$ cat config.mk
export PLATFORM = sky130hd
export DESIGN_NAME = boot_vec_bank
export DESIGN_NICKNAME = d
export VERILOG_FILES = /design/src/rtl/boot_vec_pkg.sv /design/src/rtl/boot_vec_ctrl.sv /design/src/rtl/boot_vec_dp.sv /design/src/rtl/boot_vec_bank.sv
export SDC_FILE = /design/constraint.sdc
export NUM_CORES = 1
export LEC_CHECK = 0
export CAP_MARGIN = 20
export CELL_PAD_IN_SITES_DETAIL_PLACEMENT = 0
export CELL_PAD_IN_SITES_GLOBAL_PLACEMENT = 1
export CORE_ASPECT_RATIO = 0.8
export CORE_MARGIN = 2
export CORE_UTILIZATION = 25
export CTS_CLUSTER_SIZE = 14
export DETAILED_ROUTE_END_ITERATION = 8
export HOLD_SLACK_MARGIN = 0.08
export PLACE_DENSITY = 0.89
export SLEW_MARGIN = 30
export SYNTH_ARGS = -nofsm -noshare
export SYNTH_HDL_FRONTEND = slang
export SYNTH_HIERARCHICAL = 1
export SYNTH_SLANG_ARGS = --single-unit
$ cat constraint.sdc
create_clock -name clk -period 1.6 [get_ports clk]
set_input_delay 0.16 -clock clk [delete_from_list [all_inputs] [get_ports clk]]
set_output_delay 0.16 -clock clk [all_outputs]
set_load 0.02 [all_outputs]
$ cat src/rtl/boot_vec_pkg.sv
package boot_vec_pkg;

  // Word indices of the register map
  localparam int IDX_KEY_A = 0;
  localparam int IDX_KEY_B = 1;
  localparam int IDX_VEC   = 2;

  typedef enum logic [1:0] {
    RD_ZERO = 2'd0,
    RD_VEC  = 2'd1
  } rdSel_t;

  // Strobes from control to datapath
  typedef struct packed {
    logic   vecWe;
    rdSel_t rdSel;
  } bankStrobe_t;

endpackage

$ cat src/rtl/boot_vec_ctrl.sv
module boot_vec_ctrl
  import boot_vec_pkg::*;
#(
  parameter int ADDR_W = 3,
  parameter int DATA_W = 32,
  parameter logic [DATA_W-1:0] KEY_A = 32'h83E7_0B13,
  parameter logic [DATA_W-1:0] KEY_B = 32'h95A4_F1E0
) (
  input  logic              clk,
  input  logic              rstN,
  input  logic [ADDR_W-1:0] regAddr,
  input  logic              wrEn,
  input  logic [DATA_W-1:0] wrData,
  output bankStrobe_t       strobe,
  output logic              locked
);

  logic selKeyA, selKeyB, selVec;
  logic keyAOk, keyBOk;
  logic goodA, goodB, badKey;

  // Address decode
  always_comb begin
    selKeyA = (regAddr == ADDR_W'(IDX_KEY_A));
    selKeyB = (regAddr == ADDR_W'(IDX_KEY_B));
    selVec  = (regAddr == ADDR_W'(IDX_VEC));
  end

  // Key comparison
  always_comb begin
    goodA  = wrEn && selKeyA && (wrData == KEY_A);
    goodB  = wrEn && selKeyB && (wrData == KEY_B);
    badKey = wrEn && ((selKeyA && (wrData != KEY_A)) ||
                      (selKeyB && (wrData != KEY_B)));
  end

  // Key progress flags: a bad key clears both
  always_ff @(posedge clk or negedge rstN) begin
    if (!rstN) begin
      keyAOk <= 1'b0;
      keyBOk <= 1'b0;
    end else if (badKey) begin
      keyAOk <= 1'b0;
      keyBOk <= 1'b0;
    end else begin
      if (goodA) keyAOk <= 1'b1;
      if (goodB) keyBOk <= 1'b1;
    end
  end

  assign locked = !(keyAOk && keyBOk);

  always_comb begin
    strobe.vecWe = wrEn && selVec && !locked;
    strobe.rdSel = selVec ? RD_VEC : RD_ZERO;
  end

  AST_RELOCK_BAD_KEY: assert property (@(posedge clk) disable iff (!rstN)
    (wrEn && ((selKeyA && wrData != KEY_A) || (selKeyB && wrData != KEY_B))) |=> locked);

  AST_UNLOCK_BY_KEY: assert property (@(posedge clk) disable iff (!rstN)
    $fell(locked) |-> ($past(wrEn) && ($past(selKeyA) || $past(selKeyB))));

  AST_STAY_UNLOCKED: assert property (@(posedge clk) disable iff (!rstN)
    (!locked && !(wrEn && (selKeyA || selKeyB))) |=> !locked);

endmodule

$ cat src/rtl/boot_vec_dp.sv
module boot_vec_dp
  import boot_vec_pkg::*;
#(
  parameter int DATA_W     = 32,
  parameter int ALIGN_BITS = 10,
  localparam int HI_W      = DATA_W - ALIGN_BITS
) (
  input  logic            clk,
  input  logic            rstN,
  input  bankStrobe_t     strobe,
  input  logic [HI_W-1:0] wrHi,
  output logic [DATA_W-1:0] rdData,
  output logic [DATA_W-1:0] bootAddr
);

  logic [HI_W-1:0] vecHi;

  always_ff @(posedge clk or negedge rstN) begin
    if (!rstN)             vecHi <= '0;
    else if (strobe.vecWe) vecHi <= wrHi;
  end

  assign bootAddr = {vecHi, {ALIGN_BITS{1'b0}}};

  always_comb begin
    case (strobe.rdSel)
      RD_VEC:  rdData = bootAddr;
      default: rdData = '0;
    endcase
  end

  AST_HOLD_NO_STROBE: assert property (@(posedge clk) disable iff (!rstN)
    !strobe.vecWe |=> $stable(vecHi));

  AST_LOAD_UPPER: assert property (@(posedge clk) disable iff (!rstN)
    strobe.vecWe |=> (vecHi == $past(wrHi)));

endmodule

$ cat src/rtl/boot_vec_bank.sv
module boot_vec_bank
  import boot_vec_pkg::*;
#(
  parameter int ADDR_W     = 3,
  parameter int DATA_W     = 32,
  parameter int ALIGN_BITS = 10,
  parameter logic [DATA_W-1:0] KEY_A = 32'h83E7_0B13,
  parameter logic [DATA_W-1:0] KEY_B = 32'h95A4_F1E0
) (
  input  logic              clk,
  input  logic              rstN,
  input  logic [ADDR_W-1:0] regAddr,
  input  logic              wrEn,
  input  logic [DATA_W-1:0] wrData,
  output logic [DATA_W-1:0] rdData,
  output logic [DATA_W-1:0] bootAddr,
  output logic              locked
);

  localparam int HI_W = DATA_W - ALIGN_BITS;

  bankStrobe_t strobe;

  boot_vec_ctrl #(
    .ADDR_W(ADDR_W), .DATA_W(DATA_W), .KEY_A(KEY_A), .KEY_B(KEY_B)
  ) uCtrl (
    .clk(clk), .rstN(rstN), .regAddr(regAddr), .wrEn(wrEn),
    .wrData(wrData), .strobe(strobe), .locked(locked)
  );

  boot_vec_dp #(
    .DATA_W(DATA_W), .ALIGN_BITS(ALIGN_BITS)
  ) uDp (
    .clk(clk), .rstN(rstN), .strobe(strobe),
    .wrHi(wrData[DATA_W-1:ALIGN_BITS]),
    .rdData(rdData), .bootAddr(bootAddr)
  );

  AST_RESET_LOCKED: assert property (@(posedge clk)
    !rstN |=> (locked || !rstN));

endmodule

==> results.md <==
- Standard-cell row count: 25
- Fin util: 0.458
- Data required time at the worst endpoint: 1770 ps
- Maximum level of the CTS H-tree: 1
- Setup slack after layout: 48.6 ps
- Wirelength, routed: 4.84 mm
- Average vias per placed instance: 4.31
- Mapped cell area: 0.00150 sq mm
- P&R area growth vs syn: 78.9%
- Clk_lat worst skew: 270 ps
- Startpoint class of the critical path: primary input
- Global-route wire length before repair: 7.32 mm
- Multi-input gate area: 843 sq um
- Summed negative setup slack over all endpoints: 0 ps
- Number of standard cells after synthesis: 131
- Most used cells in the layout excluding fill and tap cells: clkdlybuf4s50_1, dfrtp_1, and3b_1, mux2_2, conb_1
- Share of final-layout standard cells stronger than drive strength 1: 0.371
- Hold Buf Count CTS: 0
- Vias: 1,369
- Clock tree from TritonCTS: built
- Sequence of cells on the critical path: clkdlybuf4s15_1, nor3b_4, buf_6, and4_4, buf_6, bufbuf_16, mux2_2
- Critical Path Max Stage Delay: 320 ps
- Footprint of the flip-flops and latches: 601 sq um
- Count of placed standard cells including taps: 302
- Part of the Yosys area used for sequential elements: 0.401
- Final net count: 276
- Final Max Slew Viols: 0
- IO Port Bufs: 82
- Die W: 90.5 um
- Core Area: 0.00585 sq mm
- Die height: 73.2 um
- Worst vdd rail ir drop: 0.000296 V
- CTS Buf Count: 3
- Count of maximum capacitance violations: 0
- Worst setup slack for register-to-register paths: 160 ps
- P_leak: 1.43 nW
- ANT cells: 0
- Crit path top cell by count: buf_6
- Filler cells: 595
- Number of distinct standard cells referenced by the synthesized netlist: 32
- Run status: finished, final reports clean
- Max Fclk: 645 MHz
- Number of iterations in the first detailed-routing pass: 4
- Initial Util: 0.256
- RSZ-0062 raised after global routing: yes
- Final count of hold timing violations: 0
- Sink Count: 24
- Total power of the final layout: 1.27 mW
- Type of the worst min-delay path: in -> reg
- 1st-iter DRT viols: 45
- Drt wl/cell: 15.2 um
- Maximum fanout along the worst path: 5
- Crit end category: flip-flop
- Hold WS: 145 ps
- CP max-delay cell: mux2_2
- Via count of the first global-routing pass: 1,377
- Most common library cell in the layout ignoring fill and taps: clkdlybuf4s50_1
- Number of buffers on the longest clock path: 2
- Flip-flop and latch count after synthesis: 24
- Cell Count, Final, Fillers Out: 318
- GRT overflow: 0
- Period utilisation layout: 0.970
- Yosys warning count: 6
- Minimum clock period after layout: 1550 ps
- Largest net degree at the start of global routing: 25
- Root buffer cell: clkbuf_8
- Post-synthesis area per instance: 11.4 sq um
- Ports: 103
- DIE AREA: 0.00663 sq mm
- Final standard cell area without fillers: 0.00268 sq mm
- Estimated wirelength of the detail-placed design: 3.39 mm
- Power per cell area: 472 mW/mm^2
- Total of endpoints with negative setup slack in the final report: 0
- Aggregate global-route resource usage: 0.144
- Post-detailed-route DRC marker count: 0
- Clock slew at the register clock pins of the worst setup and hold paths: 90 ps
- Count of nets left with antenna violations after detail routing: 0
- Start-to-end type of the worst setup path: in -> reg
- Minimum setup slack after placement: -484 ps
- Number of antenna violations at the first check in global routing: 0
- Data arrival time of the worst path: 1720 ps
- Largest clock skew in the final design: 7.89 ps
- Placed instance area: 0.00243 sq mm
- GP Congestion: 0.691
[what timing repair did]
| item | in CTS | in global routing |
|---|---|---|
| gates resized for setup | 105 | 21 |
| cloned | 4 | 0 |
| setup buffers | 6 | 2 |
| pin swaps | 10 | 11 |
| setup endpoints to repair | 46 | 8 |
[routing by layer]
| layer | wire length, um | GRT usage |
|---|---|---|
| met4 | 18 | 0.0222 |
| met1 | 2140 | 0.187 |
| met5 | 0 | 0 |
| met3 | 256 | 0.0393 |
| met2 | 2420 | 0.247 |
[flip-flops by register name, indices dropped and copies added, names as in the netlist]
name / count
uCtrl/keyAOk: 1
uCtrl/keyBOk: 1
uDp/vecHi: 22
[worst max-delay path, delay by kind of cell]
kind	cells	cell delay [ps]
multiplexers	1	320
AND/OR/NAND/NOR	2	500
buffers and inverters	4	730
[worst paths after layout]
check / start / endpoint / cells past startpoint
setup reg to reg: uCtrl/keyBOk / uDp/vecHi[7] / 4
max in group asynchronous: rstN / uDp/vecHi[0] / 2
hold reg to reg: uDp/vecHi[3] / uDp/vecHi[3] / 1
hold / removal: wrData[21] / uDp/vecHi[11] / 2
min in group asynchronous: rstN / uDp/vecHi[15] / 2
setup / recovery: regAddr[0] / uDp/vecHi[7] / 7
[cell families (layout without fill, tap and decap cells)]
| group | after synthesis | in the layout | share of synthesized area |
|---|---|---|---|
| other | 2 | 21 | 0.00501 |
| AOI/OAI and AO/OA | 4 | 4 | 0.0209 |
| buffers and inverters | 30 | 117 | 0.142 |
| muxes | 22 | 22 | 0.165 |
| DFF | 24 | 24 | 0.401 |
| and+or+nand+nor | 49 | 49 | 0.266 |
[power breakdown]
part / total (mW) / switching, mW / leakage (nW) / internal (mW)
clock network: 0.429 / 0.209 / 0.0288 / 0.220
registers: 0.606 / 0.0000579 / 0.335 / 0.606
logic: 0.231 / 0.119 / 1.07 / 0.112
[final cells by class]
cell class | instances | area share
Timing Repair Buffer | 111 | 0.400
Inverter | 2 | 0.00280
Multi-Input combinational cell | 96 | 0.315
Tap cell | 81 | 0.0378
Clock buffer | 4 | 0.0205
Sequential cell | 24 | 0.224
[cell usage after synthesis]
cell      number  area [sq um]
nand2b_1       1          6.26
buf_4         22           165
nand3_1        1          5.00
buf_2          2          10.0
and3_1         1          6.26
nor3_1         2          10.0
conb_1         2          7.51
nor2_1         2          7.51
o31ai_1        1          7.51
and4b_1        1          10.0
or4bb_1        1          11.3
inv_1          2          7.51
clkbuf_1       2          7.51
a32oi_1        1          8.76
or4_4          1          11.3
nand4_1        1          6.26
nor3b_1        1          7.51
and4_1         1          8.76
nand2_1        5          18.8
nor4_1         2          12.5
dfrtp_1       24           601
nand4b_1       2          17.5
or4b_4         1          13.8
nor4bb_1       1          10.0
buf_6          2          22.5
and3b_1       22           193
nor4b_1        1          8.76
o32ai_1        1          8.76
mux2_2        22           248
nand4_2        1          12.5
a31oi_1        1          6.26
nor4_4         1          21.3
Power figures use the tool's default switching activity.
